<file path="config.mk">
export PLATFORM = sky130hd
export DESIGN_NAME = param_sweep
export DESIGN_NICKNAME = d
export VERILOG_FILES = /design/src/rtl/sweep_pkg.sv /design/src/rtl/sweep_div.sv /design/src/rtl/sweep_prescale.sv /design/src/rtl/param_sweep.sv
export SDC_FILE = /design/constraint.sdc
export NUM_CORES = 1
export LEC_CHECK = 0
export BUFFER_PORTS_ARGS = -buffer_cell sky130_fd_sc_hd__buf_4
export CELL_PAD_IN_SITES_DETAIL_PLACEMENT = 1
export CELL_PAD_IN_SITES_GLOBAL_PLACEMENT = 1
export CORE_UTILIZATION = 31
export DETAILED_ROUTE_END_ITERATION = 10
export GPL_TIMING_DRIVEN = 0
export PLACE_DENSITY_LB_ADDON = 0.25
export SETUP_SLACK_MARGIN = 0.3
export SKIP_CTS_REPAIR_TIMING = 1
export SLEW_MARGIN = 15
export SYNTH_ARGS = -nofsm -noshare
export SYNTH_HDL_FRONTEND = slang
export SYNTH_SLANG_ARGS = --single-unit
</file>
<file path="constraint.sdc">
create_clock -name clk -period 5.2 [get_ports clk]
set_input_delay 0.52 -clock clk [delete_from_list [all_inputs] [get_ports clk]]
set_output_delay 0.52 -clock clk [all_outputs]
set_load 0.005 [all_outputs]
</file>
<file path="src/rtl/sweep_pkg.sv">
// Package: command codes and controller states shared by the sweep blocks.
// Assumes: a 3-bit command field; codes not listed are treated as no-ops.
package sweep_pkg;
    typedef enum logic [2:0] {
        OP_NONE   = 3'd0,
        OP_UP     = 3'd1,
        OP_DOWN   = 3'd2,
        OP_UPDOWN = 3'd3,
        OP_DOWNUP = 3'd4,
        OP_STOP   = 3'd5
    } sweep_op_e;

    typedef enum logic [1:0] {
        ST_IDLE = 2'd0,
        ST_PREP = 2'd1,
        ST_RUN  = 2'd2
    } sweep_st_e;
endpackage

</file>
<file path="src/rtl/sweep_div.sv">
// Module: sweep_div
// Restoring unsigned divider, one quotient bit per cycle.
// Assumes: divisor is never zero; operands are captured on start;
// done is high when idle and low for exactly W cycles after start.
module sweep_div #(
    parameter int W  = 32,
    parameter int DW = 16
) (
    input  logic          clk,
    input  logic          rst_n,
    input  logic          start,
    input  logic [W-1:0]  dividend,
    input  logic [DW-1:0] divisor,
    output logic [W-1:0]  quot,
    output logic          done
);
    localparam int CNT_W = $clog2(W + 1);
    localparam int MW    = W + DW;

    logic [CNT_W-1:0] cnt_q;
    logic [DW:0]      rem_q;
    logic [W-1:0]     quo_q;
    logic [W-1:0]     dvd_q;
    logic [DW-1:0]    dsr_q;
    logic [DW:0]      shifted;
    logic             fits;

    // trial subtraction for the current quotient bit
    always_comb begin
        shifted = {rem_q[DW-1:0], quo_q[W-1]};
        fits    = shifted >= {1'b0, dsr_q};
    end

    // operand capture and iteration
    always_ff @(posedge clk) begin
        if (!rst_n) begin
            cnt_q <= '0;
            rem_q <= '0;
            quo_q <= '0;
            dvd_q <= '0;
            dsr_q <= {{(DW-1){1'b0}}, 1'b1};
        end else if (start) begin
            cnt_q <= CNT_W'(W);
            rem_q <= '0;
            quo_q <= dividend;
            dvd_q <= dividend;
            dsr_q <= divisor;
        end else if (cnt_q != '0) begin
            rem_q <= fits ? (shifted - {1'b0, dsr_q}) : shifted;
            quo_q <= {quo_q[W-2:0], fits};
            cnt_q <= cnt_q - 1'b1;
        end
    end

    assign quot = quo_q;
    assign done = (cnt_q == '0);


    div_restart_chk: assert property (@(posedge clk) disable iff (!rst_n)
        start |=> !done);


    div_quot_chk: assert property (@(posedge clk) disable iff (!rst_n)
        $rose(done) |->
            ((MW'(quo_q) * MW'(dsr_q) <= MW'(dvd_q)) &&
             (MW'(quo_q) * MW'(dsr_q) + MW'(dsr_q) > MW'(dvd_q))));
endmodule

</file>
<file path="src/rtl/sweep_prescale.sv">
// Module: sweep_prescale
// Passes one of every div+1 tick pulses on as a step advance.
// Assumes: clear is held whenever steps must not be taken; clearing
// restarts the count so the first step needs a full div+1 ticks.
module sweep_prescale #(
    parameter int PW = 8
) (
    input  logic          clk,
    input  logic          rst_n,
    input  logic          clear,
    input  logic          tick,
    input  logic [PW-1:0] div,
    output logic          adv
);
    logic [PW-1:0] cnt_q;
    logic          wrap;

    // terminal count reached on this tick
    always_comb wrap = (cnt_q >= div);

    // tick counter
    always_ff @(posedge clk) begin
        if (!rst_n || clear) begin
            cnt_q <= '0;
        end else if (tick) begin
            cnt_q <= wrap ? '0 : cnt_q + 1'b1;
        end
    end

    assign adv = tick && !clear && wrap;


    adv_spacing_chk: assert property (@(posedge clk) disable iff (!rst_n)
        (adv && $past(adv)) |-> (div == '0));
endmodule

</file>
<file path="src/rtl/param_sweep.sv">
// Module: param_sweep (top)
// Steps one waveform parameter between two bounds in four sweep shapes,
// single shot or repeating, one step per prescaled tick.
// Assumes: lo_bound <= hi_bound; configuration is captured at start;
// a start with both bounds zero is refused.
module param_sweep
    import sweep_pkg::*;
#(
    parameter int VAL_W  = 32,
    parameter int STEP_W = 16,
    parameter int PRE_W  = 8
) (
    input  logic              clk,
    input  logic              rst_n,
    input  logic [VAL_W-1:0]  lo_bound,
    input  logic [VAL_W-1:0]  hi_bound,
    input  logic [STEP_W-1:0] up_steps,
    input  logic [STEP_W-1:0] down_steps,
    input  logic [PRE_W-1:0]  step_div,
    input  logic              repeat_en,
    input  logic              cmd_valid,
    input  logic [2:0]        cmd_op,
    input  logic              step_tick,
    output logic [VAL_W-1:0]  param_out,
    output logic              busy
);
    localparam int NLEG = 2;
    localparam logic [STEP_W-1:0] ONE_STEP = {{(STEP_W-1){1'b0}}, 1'b1};

    sweep_st_e         st_q;
    logic [VAL_W-1:0]  val_q, lo_q, hi_q;
    logic [STEP_W-1:0] nu_q, nd_q, k_q;
    logic              dir_up_q, two_leg_q, second_q, cont_q;

    logic              is_start_op, bounds_zero, start_acc, stop_cmd, adv;
    logic [VAL_W-1:0]  span;
    logic [STEP_W-1:0] leg_steps [NLEG];
    logic [VAL_W-1:0]  leg_inc   [NLEG];
    logic [NLEG-1:0]   leg_done;

    logic [STEP_W-1:0] cur_n, k_nxt;
    logic [VAL_W-1:0]  cur_inc, cur_end, cur_start;

    // command decode and operand preparation
    always_comb begin
        is_start_op  = (cmd_op == OP_UP) || (cmd_op == OP_DOWN) ||
                       (cmd_op == OP_UPDOWN) || (cmd_op == OP_DOWNUP);
        bounds_zero  = (lo_bound == '0) && (hi_bound == '0);
        start_acc    = cmd_valid && is_start_op && !bounds_zero;
        stop_cmd     = cmd_valid && (cmd_op == OP_STOP);
        span         = hi_bound - lo_bound;
        leg_steps[0] = (up_steps == '0)   ? ONE_STEP : up_steps;
        leg_steps[1] = (down_steps == '0) ? ONE_STEP : down_steps;
    end

    // one step-size divider per leg direction
    for (genvar g = 0; g < NLEG; g++) begin : g_leg
        sweep_div #(.W(VAL_W), .DW(STEP_W)) u_div (
            .clk      (clk),
            .rst_n    (rst_n),
            .start    (start_acc),
            .dividend (span),
            .divisor  (leg_steps[g]),
            .quot     (leg_inc[g]),
            .done     (leg_done[g])
        );
    end

    // step tick prescaler, held clear outside the run state
    sweep_prescale #(.PW(PRE_W)) u_pre (
        .clk   (clk),
        .rst_n (rst_n),
        .clear (st_q != ST_RUN),
        .tick  (step_tick),
        .div   (step_div),
        .adv   (adv)
    );

    // parameters of the leg in progress
    always_comb begin
        cur_n     = dir_up_q ? nu_q : nd_q;
        cur_inc   = dir_up_q ? leg_inc[0] : leg_inc[1];
        cur_end   = dir_up_q ? hi_q : lo_q;
        cur_start = dir_up_q ? lo_q : hi_q;
        k_nxt     = k_q + 1'b1;
    end

    // sweep sequencer: command handling and per-step update
    always_ff @(posedge clk) begin
        if (!rst_n) begin
            st_q      <= ST_IDLE;
            val_q     <= '0;
            lo_q      <= '0;
            hi_q      <= '0;
            nu_q      <= ONE_STEP;
            nd_q      <= ONE_STEP;
            k_q       <= '0;
            dir_up_q  <= 1'b1;
            two_leg_q <= 1'b0;
            second_q  <= 1'b0;
            cont_q    <= 1'b0;
        end else if (stop_cmd) begin
            st_q <= ST_IDLE;
        end else if (start_acc) begin
            st_q      <= ST_PREP;
            lo_q      <= lo_bound;
            hi_q      <= hi_bound;
            nu_q      <= leg_steps[0];
            nd_q      <= leg_steps[1];
            cont_q    <= repeat_en;
            two_leg_q <= (cmd_op == OP_UPDOWN) || (cmd_op == OP_DOWNUP);
            dir_up_q  <= (cmd_op == OP_UP) || (cmd_op == OP_UPDOWN);
            second_q  <= 1'b0;
            k_q       <= '0;
            val_q     <= ((cmd_op == OP_UP) || (cmd_op == OP_UPDOWN)) ?
                         lo_bound : hi_bound;
        end else begin
            case (st_q)
                ST_PREP: if (&leg_done) st_q <= ST_RUN;
                ST_RUN: if (adv) begin
                    if (!two_leg_q && (k_q == cur_n)) begin
                        val_q <= cur_start;
                        k_q   <= '0;
                    end else if (k_nxt == cur_n) begin
                        val_q <= cur_end;
                        if (two_leg_q && !second_q) begin
                            dir_up_q <= !dir_up_q;
                            second_q <= 1'b1;
                            k_q      <= '0;
                        end else if (!cont_q) begin
                            st_q <= ST_IDLE;
                            k_q  <= k_nxt;
                        end else if (two_leg_q) begin
                            dir_up_q <= !dir_up_q;
                            second_q <= 1'b0;
                            k_q      <= '0;
                        end else begin
                            k_q <= k_nxt;
                        end
                    end else begin
                        val_q <= dir_up_q ? (val_q + cur_inc) : (val_q - cur_inc);
                        k_q   <= k_nxt;
                    end
                end
                default: ;
            endcase
        end
    end

    assign param_out = val_q;
    assign busy      = (st_q != ST_IDLE);


    stop_idle_chk: assert property (@(posedge clk) disable iff (!rst_n)
        stop_cmd |=> !busy);


    zero_bounds_chk: assert property (@(posedge clk) disable iff (!rst_n)
        (cmd_valid && is_start_op && bounds_zero && !busy) |=>
            (!busy && $stable(param_out)));


    start_busy_chk: assert property (@(posedge clk) disable iff (!rst_n)
        start_acc |=> busy);


    busy_fall_chk: assert property (@(posedge clk) disable iff (!rst_n)
        $fell(busy) |-> $past(stop_cmd || adv));


    quiet_hold_chk: assert property (@(posedge clk) disable iff (!rst_n)
        (!adv && !cmd_valid) |=> $stable(param_out));
endmodule

</file>
# Word-level counts from Yosys, hierarchy flattened
# Index checks and enable logic that the tools add are counted.
# Widths: inputs -> output; s select.
dict set report word_totals {
  output_inout_bits 33
  input_bits 112
  regBits 298
  elab_cells 163
}
dict set report classes {
  n_mux 56
  add_sub_neg 9
  magnitude_cmp 3
  eq_ne 23
  bitwise 2
  n_reduce_logical 47
}
# cell n
set op_table {}
lappend op_table {{$mux 32} 14}
lappend op_table {{$mux 16} 13}
lappend op_table {{$logic_not 32->1} 2}
lappend op_table {{$sub 32x32->32} 2}
lappend op_table {{$ge 17x16->1} 2}
lappend op_table {{$add 32x32->32} 1}
lappend op_table {{$eq 16x16->1} 2}
lappend op_table {{$logic_not 16->1} 2}
lappend op_table {{$sub 16x16->16} 2}
lappend op_table {{$mux 6} 4}
lappend op_table {{$reduce_and 7->1} 3}
lappend op_table {{$ne 3x2->1 const B} 6}
lappend op_table {{$mux 1} 17}
lappend op_table {{$add 16x1->16 const B} 1}
lappend op_table {{$ne 2x2->1 const B} 7}
lappend op_table {{$reduce_bool 2->1} 7}
lappend op_table {{$logic_not 6->1} 2}
lappend op_table {{$mux 2} 6}
lappend op_table {{$reduce_bool 6->1} 2}
lappend op_table {{$sub 6x1->6 const B} 2}
lappend op_table {{$reduce_bool 3->1} 3}
lappend op_table {{$add 8x1->8 const B} 1}
lappend op_table {{$ge 8x8->1} 1}
lappend op_table {{$logic_and 1x1->1} 8}
lappend op_table {{15 further kinds} 30}

# Logic depth before layout (Yosys ltp)
# Gate-level depths: netlist of the first run.
dict set report logic_depth {
  depth_word 9
  mapped_depth 25
  depth_no_buf 19
}

# Hierarchy
# Synthesis of the first run repeated with hierarchy kept, for this count alone.
dict set report unflattened {
  hier_cells 2749
  hier_area_um2 20787.4
}
# module n_inst seq_area_each_um2 area_per_inst_um2 cells_each
set modules_own_cells {}
lappend modules_own_cells {param_sweep 1 3002.9 12424.4 1696}
lappend modules_own_cells {sweep_div 2 1401.3 3885.0 493}
lappend modules_own_cells {sweep_prescale 1 160.2 593.1 67}

# Least setup slack after synthesis of the first run
# No wires, ideal clock.
dict set report synth_path {
  kind {reg2reg}
  start {register dir_up_q}
  end {register val_q[19] (netlist: param_out[19])}
  path_buffers 6
  arrival_time_ns 5.016
  path_stages_with_launch 22
  required_time_ns 5.069
  setup_time_ns 0.131
  synth_period_minus_slack_ns 5.147
  path_slack_ns 0.053
  cell_sequence {dfxtp_1 > buf_4 > buf_6 > clkbuf_1 > clkbuf_1 > buf_1 > buf_1 > mux2i_1 > ha_1 > o2111ai_1 > or3_1 > xnor2_1 > o21ai_0 > ha_1 > a211o_1 > o311ai_0 > and3_1 > o21bai_1 > xnor2_1 > mux2i_1 > a2111oi_0 > nor3_1}
}
dict set report synth_via {
  elab_chain_len 8
  word_cells_on_any_way 15
  cone_classes {add/sub: 2; eq/ne: 2; mux: 10; reduce/logical: 1}
}
# element line_no
set synth_rtl {}
lappend synth_rtl {{start: declaration} param_sweep.sv:33} ;# logic dir_up_q, two_leg_q, second_q, cont_q;
lappend synth_rtl {{start signal: assignment} param_sweep.sv:112} ;# dir_up_q <= (cmd_op == OP_UP) || (cmd_op == OP_UPDOWN);
lappend synth_rtl {{start signal: assignment} param_sweep.sv:127} ;# dir_up_q <= !dir_up_q;
lappend synth_rtl {{start signal: assignment} param_sweep.sv:134} ;# dir_up_q <= !dir_up_q;
lappend synth_rtl {{$mux 32} param_sweep.sv:82} ;# cur_inc = dir_up_q ? leg_inc[0] : leg_inc[1];
lappend synth_rtl {{$sub 32x32->32 or $add 32x32->32 (tied branches)} param_sweep.sv:141} ;# val_q <= dir_up_q ? (val_q + cur_inc) : (val_q - cur_inc);
lappend synth_rtl {{$mux 32} param_sweep.sv:141}
lappend synth_rtl {{$mux 32} param_sweep.sv:124} ;# end else if (k_nxt == cur_n) begin
lappend synth_rtl {{$mux 32 *} param_sweep.sv:121} ;# if (!two_leg_q && (k_q == cur_n)) begin
lappend synth_rtl {{$mux 32 *} param_sweep.sv:120} ;# ST_RUN: if (adv) begin
lappend synth_rtl {{$mux 32 *} param_sweep.sv:118} ;# case (st_q)
lappend synth_rtl {{$mux 32 *} param_sweep.sv:104} ;# end else if (start_acc) begin
lappend synth_rtl {{end signal: assignment} param_sweep.sv:115} ;# val_q <= ((cmd_op == OP_UP) || (cmd_op == OP_UPDOWN)) ?
lappend synth_rtl {{end signal: assignment} param_sweep.sv:122} ;# val_q <= cur_start;
lappend synth_rtl {{end signal: assignment} param_sweep.sv:125} ;# val_q <= cur_end;
lappend synth_rtl {{end: declaration} param_sweep.sv:31} ;# logic [VAL_W-1:0] val_q, lo_q, hi_q;
# Mark *: on every way between the ends. The rest lies on a longest branch, timed or not. The select of a mux whose other input is x is not followed.
# A chain may end at the register's enable or synchronous reset.

# Worst setup path after layout of the first run
dict set report layout_path {
  start {register dir_up_q}
  end {register val_q[31] (netlist: param_out[31])}
}
# Same word-level chain as after synthesis.

==> results of run 1 <==
power breakdown:
group	switching [uW]	internal (uW)	leakage (uW)
clock	1160	1710	0.000646
sequential	350	2600	0.00244
combinational	3160	1760	0.00656
flip-flops by register name, indices dropped and copies added, names as in the netlist:
signal             flops
nu_q                  16
g_leg.u_div.quot      64
two_leg_q              1
st_q                   2
k_q                   16
g_leg.u_div.cnt_q     12
g_leg.u_div.rem_q     32
param_out             32
hi_q                  32
u_pre.cnt_q            8
second_q               1
lo_q                  32
dir_up_q               1
g_leg.u_div.dsr_q     32
cont_q                 1
nd_q                  16
cell families (layout without fill, tap and decap cells):
logic type	count (synthesis)	count (layout)	share of synthesized area (%)
mux	73	73	3.820
fa+ha+maj	119	119	7.704
flops	298	298	30.26
simple gates	950	950	21.55
compound gates	763	763	24.64
buf+inv	256	493	5.165
xor+xnor	152	152	6.866
metrics by stage:
step | instance area (um2) | util (%) | total power [uW] | cells | hold WS (ns)
after detailed placement | 21850 | 34.71 | 7636 | 3600 | 0.4443
after global routing | 23770 | 37.75 | 11270 | 3694 | 0.2223
after floorplan | 19720 | - | 5977 | 2611 | 0.4255
after CTS | 23160 | 36.79 | 10540 | 3668 | 0.1790
final | 23770 | 37.75 | 10740 | 3694 | 0.2118
after global placement | 21850 | 34.71 | 7498 | 3600 | 0.4405
cell type report:
cell class | count | area [um2] | area share (%)
Buffer | 148 | 709.4 | 2.985
Clock buffer | 51 | 1081 | 4.548
Clock inverter | 17 | 227.7 | 0.9580
Inverter | 108 | 409.1 | 1.721
Multi-Input combinational cell | 2057 | 13030 | 54.82
Sequential cell | 298 | 5967 | 25.10
Tap cell | 846 | 1059 | 4.453
Timing Repair Buffer | 169 | 1286 | 5.411
worst register-to-register path, stage by stage (launching register included):
cell	delay (ns)
dfxtp_2	0.33
buf_6	0.10
buf_12	0.13
buf_12	0.16
buf_12	0.12
buf_12	0.12
buf_12	0.14
mux2i_4	0.27
ha_4	0.19
o2111ai_4	0.14
nor2_2	0.16
nand4_1	0.18
and3b_2	0.33
xor2_1	0.15
o21ai_1	0.10
ha_1	0.36
a21o_1	0.21
a21o_1	0.16
a21o_1	0.16
or3_4	0.34
a211oi_4	0.22
o41ai_2	0.10
a21oi_1	0.16
xnor2_1	0.15
o31ai_1	0.27
how the worst max path moves through the flow:
stage / from / end / slack (ns) / depth (start not counted)
after global routing: dir_up_q / param_out[19] / 0.16 / 21
after global placement: dir_up_q / param_out[26] / -2.01 / 19
after detailed placement: dir_up_q / param_out[26] / -2.06 / 19
after CTS: dir_up_q / param_out[26] / -2.12 / 19
after floorplan: dir_up_q / param_out[26] / 0.40 / 23
final: dir_up_q / param_out[31] / 0.36 / 24
cells in the mapped netlist, drive strengths merged, types with 9 or more instances:
cell	count
a211o	11
a211oi	30
a21o	55
a21oi	263
a221o	9
a221oi	29
a311oi	13
a31oi	64
and2	10
and3	16
buf	24
clkbuf	124
dfxtp	298
ha	115
inv	107
mux2i	65
nand2	515
nand2b	10
nand3	42
nand4	23
nor2	156
nor2b	14
nor3	53
nor4	42
o211ai	13
o21a	19
o21ai	125
o221ai	22
o22ai	24
o2bb2ai	11
o31ai	15
or3	27
xnor2	83
xor2	69
per-layer routing:
metal,track usage [%],up-vias
met5,0,-
li1,-,9800
met2,48.85,668
met1,35.20,10510
met3,4.174,166
met4,11.69,2
==> flow_summary.ini, run 1 <==
[setup_path]
rr_endpoint = param_out[31]
critPathBufInv = 6
cp_common_cell = buf_12
cp_data_arrival_time_ns = 5.32
crit_slowest_cell = ha_1
required_ns = 5.68
crit_type = register to register
worst_setup_path_end_kind = register
critPathMaxStageDelay_ns = 0.36
reg2reg_from = dir_up_q
worstSetupStartpointType = register
path_delay_family = compound AO/OA/AOI/OAI gates
rrSetupSlack_ns = 0.36
r2r_cells = 24
crit_chain = buf_6 -> buf_12 -> buf_12 -> buf_12 -> buf_12 -> buf_12 -> mux2i_4 -> ha_4 -> o2111ai_4 -> nor2_2 -> nand4_1 -> and3b_2 -> xor2_1 -> o21ai_1 -> ha_1 -> a21o_1 -> a21o_1 -> a21o_1 -> or3_4 -> a211oi_4 -> o41ai_2 -> a21oi_1 -> xnor2_1 -> o31ai_1
worstPathMaxFanout = 8

[floorplan]
start_util_pct = 31.32
die_area_mm2 = 0.06462
ioPinCount = 145
die_w_um = 254.2
die_h_um = 254.2
rows = 92
core_mm2 = 0.06297

[cells_and_area]
drive_gt1_share_pct = 11.38
fillers = 7755
final_common_cell = nand2_1
antennaDiodeCount = 0
mostFrequentLayoutCells = nand2_1, dfxtp_1, a21oi_1
areaGrowthSynthToFinish_pct = 20.55
finalNetCount = 3051

[grt]
grt_overflow = 0
grt_pass1_vias = 21460
grt_usage_pct = 28.35
grt_antenna_before_repair = 2
grt_max_degree = 13
grt_pass1_wl_mm = 136.6

[timing]
tns_ns = 0
fin_skew_ns = 0.01642
setup_viol = 0
period_minus_slack_ns = 4.842
max_slew.worst_pin.slew_ns = 1.197
fin_ws_ns = 0.3582
slew_headroom_pct = 20.20
rsz0062_at_grt = true
slew_viol_final = 0
fmax_ghz = 0.2065
period_share_pct = 93.11
hold_viol_final = 0

[clocking]
root_buffer = clkbuf_16
clk_latency_ns = 0.57
path_clk_slew_ns = 0.06
cts_buffer_depth = 3
cts_tree = yes
cts_max_level = 2
numCtsBuffers = 38
numClockSinks = 298

[logic_synthesis]
synth_nets = 2842
syn_inst = 2611
ys_seq_area_share_pct = 30.26
synth-seq-cells = 298
syn_area_per_cell_um2 = 7.552
synth_area_leader_cell = dfxtp_1
synth-edff-count = 0
synth_area_leaders = dfxtp_1, nand2_1, ha_1
ys_async_sr_fraction_pct = 0
synth.distinct_cells = 81
netlist_area_mm2 = 0.01972
synth_ff_type = dfxtp_1
yosysTopAreaCellShare_pct = 30.26
ys_warn_count = 0

[drt]
drt_pass1_iterations = 5
wl_per_cell_um = 25.28
drc = 0
ant_nets = 0
vias = 21140
via_per_inst = 5.724
drtIter0Drc = 1629
wl_met2_mm = 44.58
routed.top_layer = met5
wl_mm = 93.37
drt-met1-wl_mm = 39.34
wl_met3_mm = 5.576

[placement]
port_buffers = 143
place_congestion = 0.9316
dp_hpwl_mm = 73.52
place_ws_ns = -2.060

[worst_hold_path]
hp-class = primary input to register
min_path_cells = 3
min_to = cont_q
min-delay-start = repeat_en

[power]
vdd_drop_max_uv = 252.4
p_leak_uw = 0.009646
power.density_mw_per_mm2 = 451.8

[flow_run]
maxCapViolCount = 0

[run_status]
status = complete, no violations
Note: power is estimated with default switching activity, not from simulation.
==> run 2: changes to the inputs <==
--- a/config.mk
+++ b/config.mk
@@ -5,13 +5,13 @@
 export SDC_FILE = /design/constraint.sdc
 export NUM_CORES = 1
 export LEC_CHECK = 0
-export BUFFER_PORTS_ARGS = -buffer_cell sky130_fd_sc_hd__buf_4
 export CELL_PAD_IN_SITES_DETAIL_PLACEMENT = 1
 export CELL_PAD_IN_SITES_GLOBAL_PLACEMENT = 1
 export CORE_UTILIZATION = 31
 export DETAILED_ROUTE_END_ITERATION = 10
+export DONT_BUFFER_PORTS = 1
 export GPL_TIMING_DRIVEN = 0
-export PLACE_DENSITY_LB_ADDON = 0.25
+export PLACE_DENSITY_LB_ADDON = 0.1
 export SETUP_SLACK_MARGIN = 0.3
 export SKIP_CTS_REPAIR_TIMING = 1
 export SLEW_MARGIN = 15
==> constraint.sdc (replaced) <==
create_clock -name clk -period 6 [get_ports clk]
set_input_delay 0.6 -clock clk [delete_from_list [all_inputs] [get_ports clk]]
set_output_delay 0.6 -clock clk [all_outputs]
set_load 0.005 [all_outputs]
==> run 2 against run 1 <==
Net effect:
- flip-flop and latch count did not move
- combinational power fell by 18%
- power fell by 15%
- register-to-register slack improved by 0.11 ns
- clock power fell by 13%
- fmax fell by 12%
- sequential power fell by 13%
- global-route usage rose by 0.46 points
- die area did not move
- sequential share of layout area rose by 1.6 points
==> flow_summary.ini, run 2 (synthesis results as in run 1) <==
[timing]
rsz0062_at_grt = false
max_slew.worst_pin.slew_ns = 1.242
period_share_pct = 92.20
period_minus_slack_ns = 5.532
slew_headroom_pct = 17.19
setup_viol = 0
hold_viol_final = 0
fin_ws_ns = 0.4677
slew_viol_final = 0
fmax_ghz = 0.1808
fin_skew_ns = 0.01486
tns_ns = 0

[cells_and_area]
drive_gt1_share_pct = 5.438
largest_register_ff_count = 64
multi_input_area_mm2 = 0.01290
mostFrequentLayoutCells = nand2_1, dfxtp_1, a21oi_1
seq_area_mm2 = 0.005966
fillers = 7751
areaGrowthSynthToFinish_pct = 13.37
final_common_cell = nand2_1
finalNetCount = 2887

[setup_path]
cp_data_arrival_time_ns = 5.99
worst_setup_path_end_kind = register
required_ns = 6.46
crit_type = register to register
rrSetupSlack_ns = 0.47
worstSetupStartpointType = register
worstPathMaxFanout = 10

[power]
p_leak_uw = 0.008781
power.density_mw_per_mm2 = 406.6
power_uw = 9089
vdd_drop_max_uv = 208.9

[flow_run]
maxCapViolCount = 0

[clocking]
path_clk_slew_ns = 0.06
numCtsBuffers = 41
cts_buffer_depth = 3
numClockSinks = 298
cts_max_level = 2
clk_latency_ns = 0.57
cts_tree = yes
root_buffer = clkbuf_16

[drt]
drt_pass1_iterations = 5
via_per_inst = 5.785
vias = 20430
wl_per_cell_um = 26.59
drc = 0
drtIter0Drc = 1450
ant_nets = 0
wl_mm = 93.91

[floorplan]
start_util_pct = 31.32
rows = 92
core_mm2 = 0.06297
ioPinCount = 145
die_w_um = 254.2
die_h_um = 254.2
die_area_mm2 = 0.06462

[grt]
grt_max_degree = 12
grt_antenna_before_repair = 2
grt_usage_pct = 28.81
grt_overflow = 0
grt_pass1_wl_mm = 137.0
grt_pass1_vias = 20870

[placement]
place_ws_ns = -1.997
dp_hpwl_mm = 74.72
port_buffers = 0
place_congestion = 0.9579

[run_status]
status = complete, no violations

[worst_hold_path]
hp-class = primary input to register
## run 2: through the flow
| step | hold slack, ns | cells | utilization, % | instance area (um2) |
|---|---|---|---|---|
| after floorplan | 0.4255 | 2611 | - | 19720 |
| after global routing | 0.1460 | 3531 | 35.50 | 22350 |
| after CTS | 0.1385 | 3529 | 35.13 | 22120 |
| final | 0.1601 | 3532 | 35.50 | 22350 |
| after detailed placement | 0.4508 | 3457 | 33.00 | 20780 |
| after global placement | 0.4403 | 3457 | 33.00 | 20780 |
## run 2: layout make-up
cell class | instances | share of cell area [%]
antenna | 1 | 0.01119
buffer | 148 | 2.955
clock buffer | 60 | 5.541
clock inverter | 12 | 0.4758
inverter | 108 | 1.814
multi-input combinational | 2057 | 57.71
sequential | 298 | 26.69
tap | 846 | 4.735
timing repair buffer | 2 | 0.06717
## run 2: worst max-delay path, stage by stage, from the launching register on
cell,delay [ns]
dfxtp_1,0.32
buf_4,0.17
buf_8,0.21
buf_8,0.20
buf_8,0.20
buf_6,0.20
buf_6,0.18
mux2i_1,0.27
ha_2,0.26
o2111ai_4,0.15
or3_1,0.36
xnor2_1,0.13
o21ai_0,0.28
ha_1,0.36
o21a_1,0.22
o211ai_1,0.27
nor3_1,0.14
a211o_1,0.35
a41oi_4,0.30
a21oi_1,0.13
o31ai_1,0.18
o22ai_1,0.19
a221o_1,0.32
## run 2: worst paths after layout
path | start | end | cells past startpoint
setup / recovery | dir_up_q | param_out[26] | 22
setup reg to reg | dir_up_q | param_out[26] | 22
hold / removal | hi_bound[3] | hi_q[3] | 2
hold reg to reg | g_leg[1].u_div.dsr_q[8] | g_leg[1].u_div.dsr_q[8] | 2
## run 2: report_power, final
group | leakage (uW) | total (uW) | switching, uW | internal [uW]
sequential | 0.00244 | 2560 | 309 | 2250
combinational | 0.00568 | 4040 | 2640 | 1400
clock | 0.000656 | 2490 | 1020 | 1470
## run 2: per-layer routing
layer	wire length, um	vias to the layer above	track usage (%)
met3	6853	180	5.624
met5	0	-	0
met1	38510	10070	34.87
met2	44280	705	49.43
li1	-	9474	-
met4	4260	0	12.50
==> run 3: changes to the inputs <==
--- a/config.mk
+++ b/config.mk
@@ -7,7 +7,8 @@
 export LEC_CHECK = 0
 export CELL_PAD_IN_SITES_DETAIL_PLACEMENT = 1
 export CELL_PAD_IN_SITES_GLOBAL_PLACEMENT = 1
-export CORE_UTILIZATION = 31
+export CORE_UTILIZATION = 52
+export CTS_CLUSTER_SIZE = 8
 export DETAILED_ROUTE_END_ITERATION = 10
 export DONT_BUFFER_PORTS = 1
 export GPL_TIMING_DRIVEN = 0
==> run 3 against run 2 <==
Net effect:
- die area is 40% lower
- critical path type unchanged
- largest power group unchanged
- largest cell class unchanged
- worst setup slack worse by 0.17 ns
- sequential share of layout area is 0.80 points higher
- hold slack worse by 0.0087 ns
==> flow_summary.ini, run 3 (synthesis results as in run 1) <==
[run_status]
status = complete, no violations

[timing]
fmax_ghz = 0.1753
slew_headroom_pct = 16.94
period_share_pct = 95.05
fin_skew_ns = 0.01401
hold_viol_final = 0
tns_ns = 0
slew_viol_final = 0
setup_viol = 0
max_slew.worst_pin.slew_ns = 1.246
period_minus_slack_ns = 5.703
rsz0062_at_grt = false

[drt]
drc = 0
vias = 21560
via_per_inst = 6.791
drt_pass1_iterations = 6
wl_mm = 88.31
wl_per_cell_um = 27.82
drtIter0Drc = 1807
ant_nets = 0

[cells_and_area]
seq_area_mm2 = 0.005966
areaGrowthSynthToFinish_pct = 10.08
final_common_cell = nand2_1
final_area_mm2 = 0.02171
largest_register_ff_count = 64
finalNetCount = 2892
fillers = 4692
multi_input_area_mm2 = 0.01284
mostFrequentLayoutCells = nand2_1, dfxtp_1, a21oi_1
final_core_util_pct = 58.73
drive_gt1_share_pct = 4.537
finalNonFillerCells = 3174

[placement]
dp_cells = 3115
dpl-instance-area_mm2 = 0.02035
port_buffers = 0
place_congestion = 0.9968
dp_hpwl_mm = 67.34

[clocking]
cts_buffer_depth = 3
clk_latency_ns = 0.59
numClockSinks = 298
root_buffer = clkbuf_16
cts_tree = yes
cts_max_level = 2
path_clk_slew_ns = 0.06
numCtsBuffers = 43

[grt]
grt_usage_pct = 44.91
grt_pass1_wl_mm = 131.2
grt_pass1_vias = 22220
grt_antenna_before_repair = 2
grt_max_degree = 13
grt_overflow = 0

[floorplan]
die_h_um = 196.7
core_mm2 = 0.03696
rows = 70
die_w_um = 196.7
die_area_mm2 = 0.03870
ioPinCount = 145
start_util_pct = 53.35

[power]
power.density_mw_per_mm2 = 409.6
p_leak_uw = 0.008683
power_uw = 8890
vdd_drop_max_uv = 252.1

[setup_path]
cp_data_arrival_time_ns = 6.18
crit_type = register to register
worst_setup_path_end_kind = register
worstSetupStartpointType = register
worstPathMaxFanout = 10
required_ns = 6.48

[worst_hold_path]
hp-class = primary input to register

[flow_run]
maxCapViolCount = 0
[run 3: critical path, stage by stage, from the launching register on]
cell	delay, ns
dfxtp_1	0.31
buf_4	0.17
buf_12	0.16
buf_2	0.21
nor4_1	0.64
o22ai_1	0.27
or2_2	0.39
nor4_1	0.26
xor2_1	0.13
o21ai_0	0.47
ha_1	0.38
a2111oi_2	0.40
o21ai_1	0.18
and2_1	0.19
a211o_1	0.31
a41oi_4	0.29
a21oi_1	0.11
o31ai_1	0.17
o22ai_1	0.20
a221o_1	0.32
[run 3: stage by stage]
| step | setup WS, ns | hold slack (ns) |
|---|---|---|
| 2_1_floorplan | 0.8526 | 0.4255 |
| 3_3_place_gp | -1.564 | 0.4367 |
| 3_5_place_dp | -1.695 | 0.4500 |
| 4_1_cts | -1.772 | 0.1355 |
| 5_1_grt | 0.2449 | 0.1513 |
| 6_report | 0.2970 | 0.1515 |
[run 3: worst paths after layout]
check	from	to	slack, ns	depth (start not counted)
worst max register to register	dir_up_q	param_out[26]	0.30	19
worst min register to register	nd_q[8]	nd_q[8]	0.45	2
worst min-delay path	hi_bound[1]	hi_q[1]	0.15	2
worst max-delay path	dir_up_q	param_out[26]	0.30	19
[run 3: cell type report]
type                    instances  share of cell area [%]
diodes                          3                 0.03459
plain buffers                 148                   3.044
clock buffers                  48                   5.090
clock inverters                 3                  0.2248
inverters                     108                   1.868
multi-input cells            2057                   59.18
flip-flops and latches        298                   27.48
well taps                     504                   2.905
repair buffers                  5                  0.1729
[run 3: report_power, final]
group / internal (uW) / total, uW / switching (uW) / leakage, uW
Sequential: 2250 / 2560 / 302 / 0.00244
Combinational: 1400 / 4090 / 2680 / 0.00567
Clock: 1290 / 2250 / 955 / 0.000566
[run 3: routing by layer]
layer / wire, um / vias to the layer above / part of all wire, % / track usage (%)
met2: 39720 / 1124 / 45 / 72.74
met4: 8736 / 2 / 9.9 / 39.45
met1: 32050 / 10510 / 36 / 49.66
li1: - / 9485 / - / -
met3: 7757 / 430 / 8.8 / 10.03
met5: 45 / - / 0.051 / 1.405
